<file path="src/rtl/pcs_pkg.sv">
package pcs_pkg;
  localparam logic [11:0] OFS_PCLO    = 12'h0A0;
  localparam logic [11:0] OFS_CTX     = 12'h0A4;
  localparam logic [11:0] OFS_VMID    = 12'h0A8;
  localparam logic [11:0] OFS_PCHI    = 12'h0AC;
  localparam logic [11:0] OFS_OSLOCK  = 12'h300;
  localparam logic [11:0] OFS_PWRCTL  = 12'h310;
  localparam logic [11:0] OFS_PWRSTAT = 12'h314;
  localparam logic [11:0] OFS_DEVID1  = 12'hFC4;
  localparam logic [11:0] OFS_DEVID   = 12'hFC8;

  localparam int CTL_PWRUP_BIT = 3;
  localparam int CTL_NOPD_BIT  = 0;
  localparam int ST_PWR_BIT    = 0;
  localparam int ST_OSLK_BIT   = 5;
  localparam int ST_DLK_BIT    = 6;

  localparam logic [31:0] SAMPLE_BLOCKED = 32'hFFFF_FFFF;

  typedef enum logic [3:0] {
    SEL_NONE,
    SEL_PCLO,
    SEL_CTX,
    SEL_VMID,
    SEL_PCHI,
    SEL_OSLOCK,
    SEL_PWRCTL,
    SEL_PWRSTAT,
    SEL_DEVID1,
    SEL_DEVID
  } reg_sel_e;
endpackage

</file>
<file path="src/rtl/pcs_addr_dec.sv">
module pcs_addr_dec
  import pcs_pkg::*;
#(
  parameter int AW = 12
) (
  input  logic [AW-1:0] paddr,
  output reg_sel_e      sel,
  output logic          is_sample
);
  localparam int PAD = AW - 12;

  logic [11:0] low_addr;
  logic        upper_zero;

  generate
    if (PAD > 0) begin : g_wide
      assign upper_zero = ~|paddr[AW-1:12];
    end else begin : g_narrow
      assign upper_zero = 1'b1;
    end
  endgenerate

  assign low_addr = paddr[11:0];

  always_comb begin
    sel = SEL_NONE;
    if (upper_zero) begin
      case (low_addr)
        OFS_PCLO:    sel = SEL_PCLO;
        OFS_CTX:     sel = SEL_CTX;
        OFS_VMID:    sel = SEL_VMID;
        OFS_PCHI:    sel = SEL_PCHI;
        OFS_OSLOCK:  sel = SEL_OSLOCK;
        OFS_PWRCTL:  sel = SEL_PWRCTL;
        OFS_PWRSTAT: sel = SEL_PWRSTAT;
        OFS_DEVID1:  sel = SEL_DEVID1;
        OFS_DEVID:   sel = SEL_DEVID;
        default:     sel = SEL_NONE;
      endcase
    end
  end

  assign is_sample = (sel == SEL_PCLO) || (sel == SEL_CTX) ||
                     (sel == SEL_VMID) || (sel == SEL_PCHI);
endmodule

</file>
<file path="src/rtl/pcs_sample_bank.sv">
module pcs_sample_bank #(
  parameter int PCW  = 64,
  parameter int VMW  = 8,
  parameter int MODE = 3
) (
  input  logic           clk,
  input  logic           rst_n,
  input  logic           capture,
  input  logic [PCW-1:0] pc_in,
  input  logic [31:0]    ctx_in,
  input  logic [VMW-1:0] vmid_in,
  input  logic           ns_in,
  input  logic           el2_in,
  input  logic           el3_in,
  input  logic           wide_in,
  output logic [31:0]    snap_hi,
  output logic [31:0]    snap_ctx,
  output logic [31:0]    snap_vm
);
  localparam int HIW = PCW - 32;
  localparam int GAP = 28 - VMW;

  logic [31:0] vm_word;
  assign vm_word = {ns_in, el2_in, el3_in, wide_in, {GAP{1'b0}}, vmid_in};

  always_ff @(posedge clk or negedge rst_n) begin
    if (!rst_n)       snap_hi <= '0;
    else if (capture) snap_hi <= 32'(pc_in[PCW-1:32]);
  end

  generate
    if (MODE >= 2) begin : g_ctx
      always_ff @(posedge clk or negedge rst_n) begin
        if (!rst_n)       snap_ctx <= '0;
        else if (capture) snap_ctx <= ctx_in;
      end
    end else begin : g_no_ctx
      assign snap_ctx = '0;
    end

    if (MODE >= 3) begin : g_vm
      always_ff @(posedge clk or negedge rst_n) begin
        if (!rst_n)       snap_vm <= '0;
        else if (capture) snap_vm <= vm_word;
      end
    end else begin : g_no_vm
      assign snap_vm = '0;
    end
  endgenerate

  logic unused_lo;
  assign unused_lo = ^{pc_in[31:0], HIW[0]};
endmodule

</file>
<file path="src/rtl/pcs_pwr_lock.sv">
module pcs_pwr_lock
  import pcs_pkg::*;
(
  input  logic        clk,
  input  logic        rst_n,
  input  logic        wr_oslock,
  input  logic        wr_pwrctl,
  input  logic [31:0] wdata,
  output logic        os_locked,
  output logic        ctl_pwrup,
  output logic        ctl_nopd
);
  always_ff @(posedge clk or negedge rst_n) begin
    if (!rst_n)         os_locked <= 1'b1;
    else if (wr_oslock) os_locked <= |wdata;
  end

  always_ff @(posedge clk or negedge rst_n) begin
    if (!rst_n) begin
      ctl_pwrup <= 1'b0;
      ctl_nopd  <= 1'b0;
    end else if (wr_pwrctl) begin
      ctl_pwrup <= wdata[CTL_PWRUP_BIT];
      ctl_nopd  <= wdata[CTL_NOPD_BIT];
    end
  end
endmodule

</file>
<file path="src/rtl/pcs_dbg_regs.sv">
module pcs_dbg_regs
  import pcs_pkg::*;
#(
  parameter int AW      = 12,
  parameter int PCW     = 64,
  parameter int VMW     = 8,
  parameter int MODE    = 3,
  parameter int PCS_OFS = 1
) (
  input  logic           pclk,
  input  logic           presetn,
  input  logic           psel,
  input  logic           penable,
  input  logic           pwrite,
  input  logic [AW-1:0]  paddr,
  input  logic [31:0]    pwdata,
  output logic [31:0]    prdata,
  output logic           pready,
  output logic           pslverr,
  input  logic [PCW-1:0] core_pc,
  input  logic [31:0]    core_ctxid,
  input  logic [VMW-1:0] core_vmid,
  input  logic           core_ns,
  input  logic           core_el2,
  input  logic           core_el3,
  input  logic           core_wide,
  input  logic           core_halted,
  input  logic           prof_prohibit,
  input  logic           core_pwr_up,
  input  logic           core_dlock,
  output logic           req_pwrup,
  output logic           req_nopd
);
  localparam logic [3:0] MODE_CODE = 4'(MODE);
  localparam logic [3:0] OFS_CODE  = 4'(PCS_OFS);

  reg_sel_e    sel;
  logic        is_sample;
  logic        access, rd_en, wr_en;
  logic        blocked, no_sample;
  logic        capture;
  logic        os_locked;
  logic [31:0] snap_hi, snap_ctx, snap_vm;
  logic [31:0] status_word, ctl_word;

  pcs_addr_dec #(.AW(AW)) u_dec (
    .paddr     (paddr),
    .sel       (sel),
    .is_sample (is_sample)
  );

  assign access    = psel & penable;
  assign rd_en     = access & ~pwrite;
  assign wr_en     = access & pwrite;
  assign blocked   = ~core_pwr_up | core_dlock;
  assign no_sample = core_halted | prof_prohibit;
  assign capture   = rd_en & (sel == SEL_PCLO) & ~blocked & ~no_sample & ~os_locked;

  pcs_sample_bank #(.PCW(PCW), .VMW(VMW), .MODE(MODE)) u_bank (
    .clk      (pclk),
    .rst_n    (presetn),
    .capture  (capture),
    .pc_in    (core_pc),
    .ctx_in   (core_ctxid),
    .vmid_in  (core_vmid),
    .ns_in    (core_ns),
    .el2_in   (core_el2),
    .el3_in   (core_el3),
    .wide_in  (core_wide),
    .snap_hi  (snap_hi),
    .snap_ctx (snap_ctx),
    .snap_vm  (snap_vm)
  );

  pcs_pwr_lock u_pwr (
    .clk       (pclk),
    .rst_n     (presetn),
    .wr_oslock (wr_en & (sel == SEL_OSLOCK)),
    .wr_pwrctl (wr_en & (sel == SEL_PWRCTL)),
    .wdata     (pwdata),
    .os_locked (os_locked),
    .ctl_pwrup (req_pwrup),
    .ctl_nopd  (req_nopd)
  );

  always_comb begin
    status_word = '0;
    status_word[ST_PWR_BIT]  = core_pwr_up;
    status_word[ST_OSLK_BIT] = os_locked;
    status_word[ST_DLK_BIT]  = core_dlock;
    ctl_word = '0;
    ctl_word[CTL_PWRUP_BIT]  = req_pwrup;
    ctl_word[CTL_NOPD_BIT]   = req_nopd;
  end

  always_comb begin
    prdata = '0;
    if (rd_en && !(is_sample && blocked)) begin
      case (sel)
        SEL_PCLO:    prdata = no_sample ? SAMPLE_BLOCKED : core_pc[31:0];
        SEL_CTX:     prdata = snap_ctx;
        SEL_VMID:    prdata = snap_vm;
        SEL_PCHI:    prdata = snap_hi;
        SEL_PWRCTL:  prdata = ctl_word;
        SEL_PWRSTAT: prdata = status_word;
        SEL_DEVID1:  prdata = {28'd0, OFS_CODE};
        SEL_DEVID:   prdata = {28'd0, MODE_CODE};
        default:     prdata = '0;
      endcase
    end
  end

  assign pslverr = access & is_sample & blocked;
  assign pready  = 1'b1;
endmodule

</file>
<file path="config.mk">
export PLATFORM = sky130hd
export DESIGN_NAME = pcs_dbg_regs
export DESIGN_NICKNAME = d
export VERILOG_FILES = /design/src/rtl/pcs_pkg.sv /design/src/rtl/pcs_addr_dec.sv /design/src/rtl/pcs_sample_bank.sv /design/src/rtl/pcs_pwr_lock.sv /design/src/rtl/pcs_dbg_regs.sv
export SDC_FILE = /design/constraint.sdc
export NUM_CORES = 1
export LEC_CHECK = 0
export ABC_AREA = 0
export BUFFER_PORTS_ARGS = -buffer_cell sky130_fd_sc_hd__buf_4
export CORE_ASPECT_RATIO = 2
export CORE_MARGIN = 10
export CORE_UTILIZATION = 51
export CTS_CLUSTER_SIZE = 10
export DETAILED_ROUTE_END_ITERATION = 10
export PLACE_DENSITY = 0.95
export SKIP_CTS_REPAIR_TIMING = 1
export SLEW_MARGIN = 40
export SYNTH_ARGS = -nofsm -noshare
export SYNTH_HDL_FRONTEND = slang
export SYNTH_SLANG_ARGS = --single-unit
</file>
<file path="constraint.sdc">
create_clock -name pclk -period 3.08 [get_ports pclk]
set_input_delay 0.308 -clock pclk [delete_from_list [all_inputs] [get_ports pclk]]
set_output_delay 0.308 -clock pclk [all_outputs]
set_load 0.02 [all_outputs]
</file>
==> impl_metrics.py, run 1 <==
metrics = {
    "critical_path": {
        "max_stage_delay_ps": 660,
        "timing.critical_path.buf_inv": 4,
        "worst_ep_required_time_ps": 2770,
        "slowest_stage": "or4_1",
        "crit_path_max_fanout": 19,
        "cp-start-kind": "primary input",
        "cp_top_family": "simple AND/OR/NAND/NOR gates",
        "crit_top_cell": "buf_4",
        "path_cells": "buf_4 > or4_1 > nor3_1 > buf_4 > and2_1 > buf_4 > a22oi_1 > a31oi_1 > buf_4",
        "end_kind": "primary output",
        "crit_type": "primary input to primary output",
        "cp_data_arrival_time_ps": 2550,
    },
    "clocking": {
        "cts_buffer_depth": 2,
        "cts_buffers": 9,
        "cts.clk_slew.worst_paths_ps": 60,
        "cts.sinks": 79,
        "clk_latency_ps": 340,
        "cts-root-buf": "clkbuf_16",
        "cts_tree": "built",
        "cts_max_level": 3,
    },
    "global_route": {
        "grt_util_all_layers_pct": 23.5,
        "antenna_found_initial": 0,
        "grt_overflow": 0,
        "grt_pass1_vias": 4592,
        "grt_max_degree": 80,
        "grt_pass1_wl_um": 23300,
    },
    "drt": {
        "routed_via_density": 6.00,
        "vias": 4071,
        "ant_nets": 0,
        "drtIter0Drc": 228,
        "post_drt_wl_per_cell_um": 22.5,
        "first_pass_iters": 5,
        "post-route-drc-count": 0,
        "drt_wl_total_um": 15300,
    },
    "sta": {
        "rsz0062_at_grt": "false",
        "fin_crit_sh_pct": 92.8,
        "worst_slew_pin_slew_ps": 723,
        "timing.hold.ws_ps": -3.10,
        "tns_ps": 0,
        "hold_viol_final": 2,
        "relSlewSlack_pct": 51.8,
        "slew_violations": 0,
        "post-route-min-period_ps": 2860,
        "finalWorstSetupSlack_ps": 221,
        "max_freq_ghz": 0.350,
        "setup_viol": 0,
        "clock_skew_ps": 7.72,
    },
    "placement": {
        "post_dp_cell_area_um2": 5750,
        "place_ws_ps": 259,
        "io_buffer_count": 195,
        "dpl.hpwl_um": 11800,
        "dp_cells": 663,
        "gp_congestion": 0.966,
    },
    "die": {
        "fp.dieW_um": 84.1,
        "initial_core_util_pct": 52.3,
        "ios": 197,
        "rows": 46,
        "dieArea_um2": 12500,
        "die_height_um": 148,
        "core_area_um2": 8000,
    },
    "run_status": {
        "status": "finished, violations left",
        "failed_checks": "negative hold slack",
    },
    "flow_run": {
        "maxCapViolCount": 0,
    },
    "final_layout": {
        "n_antenna_cell": 0,
        "fin_nets": 739,
        "layout.cells.non_filler": 679,
        "stdcell_area_um2": 6040,
        "final_cell_mix": "buf_4 (201), dfrtp_1 (78), nand2_1 (47), mux2_1 (40), mux2_2 (39)",
        "area_growth_pct": 44.2,
        "drive_above_1_share_pct": 46.1,
        "fin_util_pct": 75.5,
        "final_common_cell": "buf_4",
    },
    "worst_hold_path": {
        "hold_path.class": "primary input to asynchronous set/reset pin",
    },
    "logic_synthesis": {
        "synthSimpleGateAreaFrac_pct": 13.4,
        "synth_xor_area_share_pct": 0.209,
        "synth_compound_area_share_pct": 13.3,
        "syn_area_um2": 4190,
        "ys.flop_type": "dfrtp_1",
        "syn_inst": 393,
        "yosysWarningCount": 0,
        "synth_fa_ha_area_share_pct": 0,
        "ys_types": 54,
        "ys_seq_area_share_pct": 47.2,
        "synthArstFlopShare_pct": 100,
        "avgSynthCellArea_um2": 10.7,
        "ys_ff_latch": 79,
        "synth.area.mux_share_pct": 21.5,
        "synth_top_family_by_area": "multiplexers",
        "synth_nets": 554,
        "synth_edf_count": 0,
    },
    "power_and_ir_drop": {
        "p_per_area_nw_per_um2": 381,
        "power.leakage_nw": 2.92,
        "peakVddDrop_mv": 0.420,
        "power_mw": 2.30,
    },
}
[power by group]
part	leakage [nW]	internal (mW)	switching [mW]
combinational	1.68	0.139	0.0865
clock	0.146	0.645	0.391
sequential	1.10	1.04	0.0000255
total	2.92	1.82	0.478
[sequential cells by signal, indices dropped and copies added (netlist names)]
signal / count
u_bank.snap_ctx: 32
u_bank.snap_hi: 32
u_bank.snap_vm: 12
u_pwr.ctl_nopd: 1
u_pwr.ctl_pwrup: 1
u_pwr.os_locked: 1
[path summary, 6_finish.rpt]
kind | from | to | slack (ps) | cells after the start
worst min-delay path | presetn | u_bank.snap_ctx[1]$_DFFE_PN0P_ | -3 | 1
max in group asynchronous | presetn | u_bank.snap_ctx[5]$_DFFE_PN0P_ | 2570 | 1
min in group pclk | core_ctxid[17] | u_bank.snap_ctx[17]$_DFFE_PN0P_ | 190 | 2
worst min register to register | u_bank.snap_vm[3]$_DFFE_PN0P_ | u_bank.snap_vm[3]$_DFFE_PN0P_ | 480 | 1
worst max-delay path | paddr[6] | prdata[7] | 220 | 9
worst max register to register | u_pwr.os_locked$_DFFE_PN1P_ | u_bank.snap_ctx[2]$_DFFE_PN0P_ | 1600 | 3
[synthesized netlist by cell type, types with 2 or more instances]
cell type,number,area (µm²)
nand2_1,47,176
dfrtp_1,78,1950
o21ai_0,30,150
or4_1,3,22.5
buf_4,2,15.0
or3_1,2,12.5
nor3_1,4,20.0
nand4_1,2,12.5
and3_1,2,12.5
nand4b_1,3,26.3
mux2_2,39,439
nand3_1,11,55.1
a21oi_1,2,10.0
o21ai_1,2,10.0
nor2_1,9,33.8
nor4_1,12,75.1
a22oi_1,8,60.1
buf_6,4,45.0
mux2_1,40,450
or2_2,2,12.5
buf_2,6,30.0
and2_1,3,18.8
a31oi_1,29,181
clkbuf_1,19,71.3
inv_1,5,18.8
[logic make-up after synthesis]
family,count (synthesis)
simple gates,109
compound gates,87
mux,80
flops,79
buf+inv,36
xor+xnor,1
other cells,1
[final cells by class]
class | instances | area (µm²)
fillers | 558 | 1960
flip-flops and latches | 79 | 1980
inverters | 5 | 18.8
well taps | 96 | 120
multi-input cells | 278 | 2050
clock buffers | 12 | 246
clock inverters | 4 | 45.0
repair buffers | 205 | 1580
[layer usage]
layer	routed length (µm)	vias to the layer above	GRT usage, %	share of wire, %
met3	998	82	6.29	6.5
met1	5070	1943	21.9	33
met4	1250	0	20.9	8.2
met5	0	-	0	0
li1	-	1838	-	-
met2	7940	208	40.6	52
(Power assumes the default switching activity.)
==> run 2, diff against run 1 <==
Settings changed: ABC_AREA 0 to 1, CORE_UTILIZATION 51 to 48, PLACE_DENSITY 0.95 to 0.9.
Clock period 3.08 ns to 3.05 ns, I/O delays scaled along.
==> run 2 against run 1 <==
Effect of this change:
- non-clock buffer count down 2
- total power up 1.9%
- clock skew is 2.4 ps lower
- final cell count increased by 13%
- the flow still finishes with violations (negative hold slack)
- critical endpoint is now prdata[30]
- largest cell class unchanged
- via count grew 4.0%
- flip-flop and latch count unchanged
- critical path type unchanged
==> impl_metrics.py, run 2 <==
metrics = {
    "die": {
        "rows": 50,
        "die_height_um": 157,
        "ios": 197,
        "dieArea_um2": 13900,
        "fp.dieW_um": 88.6,
        "initial_core_util_pct": 48.8,
        "core_area_um2": 9260,
    },
    "worst_hold_path": {
        "hold_path.class": "primary input to asynchronous set/reset pin",
    },
    "sta": {
        "tns_ps": 0,
        "clock_skew_ps": 5.37,
        "rsz0062_at_grt": "false",
        "timing.hold.ws_ps": -16.8,
        "setup_viol": 0,
        "hold_viol_final": 11,
        "worst_slew_pin_slew_ps": 726,
        "relSlewSlack_pct": 51.6,
        "post-route-min-period_ps": 2780,
        "slew_violations": 0,
        "fin_crit_sh_pct": 91.3,
        "max_freq_ghz": 0.359,
    },
    "clocking": {
        "cts-root-buf": "clkbuf_16",
        "cts_max_level": 3,
        "cts_buffer_depth": 2,
        "cts_buffers": 9,
        "cts.clk_slew.worst_paths_ps": 60,
        "cts_tree": "built",
        "clk_latency_ps": 330,
        "cts.sinks": 79,
    },
    "logic_synthesis": {
        "ys_seq_area_share_pct": 43.8,
        "ys.flop_type": "dfrtp_1",
        "yosysMostFrequentCell": "nand2_1",
        "syn_area_um2": 4510,
        "syn_inst": 474,
        "synth_top_area_cell": "dfrtp_1",
        "synth_area_leaders": "dfrtp_1 (43%), mux2_4 (13%), mux2_2 (9.5%), nand2_1 (9.2%), o21ai_0 (3.5%)",
        "synth_commonest_cells": "nand2_1 (111), dfrtp_1 (78), mux2_4 (40)",
        "ys_types": 29,
        "ys_ff_latch": 79,
        "yosysWarningCount": 0,
        "synth_nets": 635,
        "synth_top_area_share_pct": 43.2,
        "synthArstFlopShare_pct": 100,
        "avgSynthCellArea_um2": 9.52,
        "synth_edf_count": 0,
    },
    "global_route": {
        "grt_util_met2_pct": 38.1,
        "grt_pass1_wl_um": 23400,
        "grt_pass1_vias": 4684,
        "grt_util_all_layers_pct": 21.7,
        "grtUsageMet1_pct": 21.3,
        "grt_max_degree": 80,
        "antenna_found_initial": 0,
        "grt_overflow": 0,
        "use_met3_pct": 5.90,
        "busiest_layer": "met2",
    },
    "placement": {
        "io_buffer_count": 195,
        "post_dp_cell_area_um2": 6040,
        "gp_congestion": 0.868,
        "dpl.hpwl_um": 12100,
    },
    "flow_run": {
        "maxCapViolCount": 0,
    },
    "power_and_ir_drop": {
        "power.leakage_nw": 3.45,
        "power_mw": 2.34,
        "p_per_area_nw_per_um2": 370,
        "peakVddDrop_mv": 0.513,
    },
    "final_layout": {
        "area_growth_pct": 40.4,
        "final_cell_mix": "buf_4 (200), nand2_1 (111), dfrtp_1 (78), mux2_4 (40), mux2_2 (38)",
        "fin_nets": 823,
        "reg.largest.list": "u_bank.snap_ctx x32, u_bank.snap_hi x32, u_bank.snap_vm x12",
        "drive_above_1_share_pct": 47.0,
        "final_common_cell": "buf_4",
        "stdcell_area_um2": 6340,
        "n_antenna_cell": 0,
    },
    "drt": {
        "drtIter0Drc": 231,
        "post-route-drc-count": 0,
        "post_drt_wl_per_cell_um": 19.8,
        "routed_via_density": 5.50,
        "first_pass_iters": 5,
        "ant_nets": 0,
        "drt_wl_total_um": 15200,
        "vias": 4232,
    },
    "run_status": {
        "failed_checks": "negative hold slack",
        "status": "finished, violations left",
    },
    "critical_path": {
        "worst_ep_required_time_ps": 2740,
        "timing.rr.end": "u_bank.snap_ctx[30]$_DFFE_PN0P_",
        "crit_type": "primary input to primary output",
        "r2r_start": "u_pwr.os_locked$_DFFE_PN1P_",
        "cp_data_arrival_time_ps": 2480,
        "end_kind": "primary output",
        "reg2reg_depth": 4,
        "crit_path_max_fanout": 19,
        "cp-startpoint": "paddr[3]",
        "regToRegSetupSlack_ps": 1300,
        "cp-start-kind": "primary input",
        "cp-endpoint": "prdata[30]",
    },
}
[run 2: how the worst min path moves through the flow]
| stage | end | start | slack (ps) | depth (start not counted) |
|---|---|---|---|---|
| global placement | u_bank.snap_hi[20]$_DFFE_PN0P_ | u_bank.snap_hi[20]$_DFFE_PN0P_ | 490 | 1 |
| CTS | u_bank.snap_ctx[30]$_DFFE_PN0P_ | presetn | 30 | 1 |
| global route | u_bank.snap_ctx[30]$_DFFE_PN0P_ | presetn | 60 | 1 |
| finish | u_bank.snap_ctx[30]$_DFFE_PN0P_ | presetn | -20 | 1 |
| floorplan | u_bank.snap_ctx[0]$_DFFE_PN0P_ | presetn | 9 | 0 |
| detailed placement | u_bank.snap_ctx[30]$_DFFE_PN0P_ | presetn | 390 | 1 |
[run 2: power breakdown]
group | leakage [nW] | internal [mW] | switching [mW] | total (mW)
Clock | 0.145 | 0.673 | 0.402 | 1.07
Sequential | 1.10 | 1.05 | 0.000116 | 1.05
Combinational | 2.21 | 0.139 | 0.0820 | 0.221
[run 2: layout make-up]
class | count | area, µm²
Fill cell | 722 | 2920
Multi-Input combinational cell | 335 | 2250
Sequential cell | 79 | 1980
Timing Repair Buffer | 203 | 1550
Clock buffer | 12 | 256
Tap cell | 104 | 130
Inverter | 34 | 128
Clock inverter | 3 | 42.5
[run 2: kinds of logic after synthesis]
kind of cell	Yosys count	synth area share, %
AOI/OAI and AO/OA	52	6.40
other	1	0.0831
buffers and inverters	60	6.54
DFF	79	43.8
and+or+nand+nor	204	20.4
muxes	78	22.8
[run 2: worst max-delay path, stage by stage]
cell     delay, ps
buf_4          120
inv_1           80
nand2_1         50
nor2_1         280
nand3_2        190
nand3_2        140
nand3_2        120
nor2_4         320
buf_4          330
nand2_1        100
a31oi_1        230
buf_4          190
[run 2: metal layers]
layer	share of wire, %	wire [µm]
met1	34	5190
met2	53	8110
met3	6.7	1020
met4	5.8	887
met5	0	0
[run 2: metrics by stage]
stage,setup WS (ps),utilization [%],std cells
3_5_place_dp,315,65.2,755
5_1_grt,83.9,68.4,770
4_1_cts,313,68.4,770
2_1_floorplan,1050,-,474
6_report,266,68.4,770
3_3_place_gp,480,65.2,755
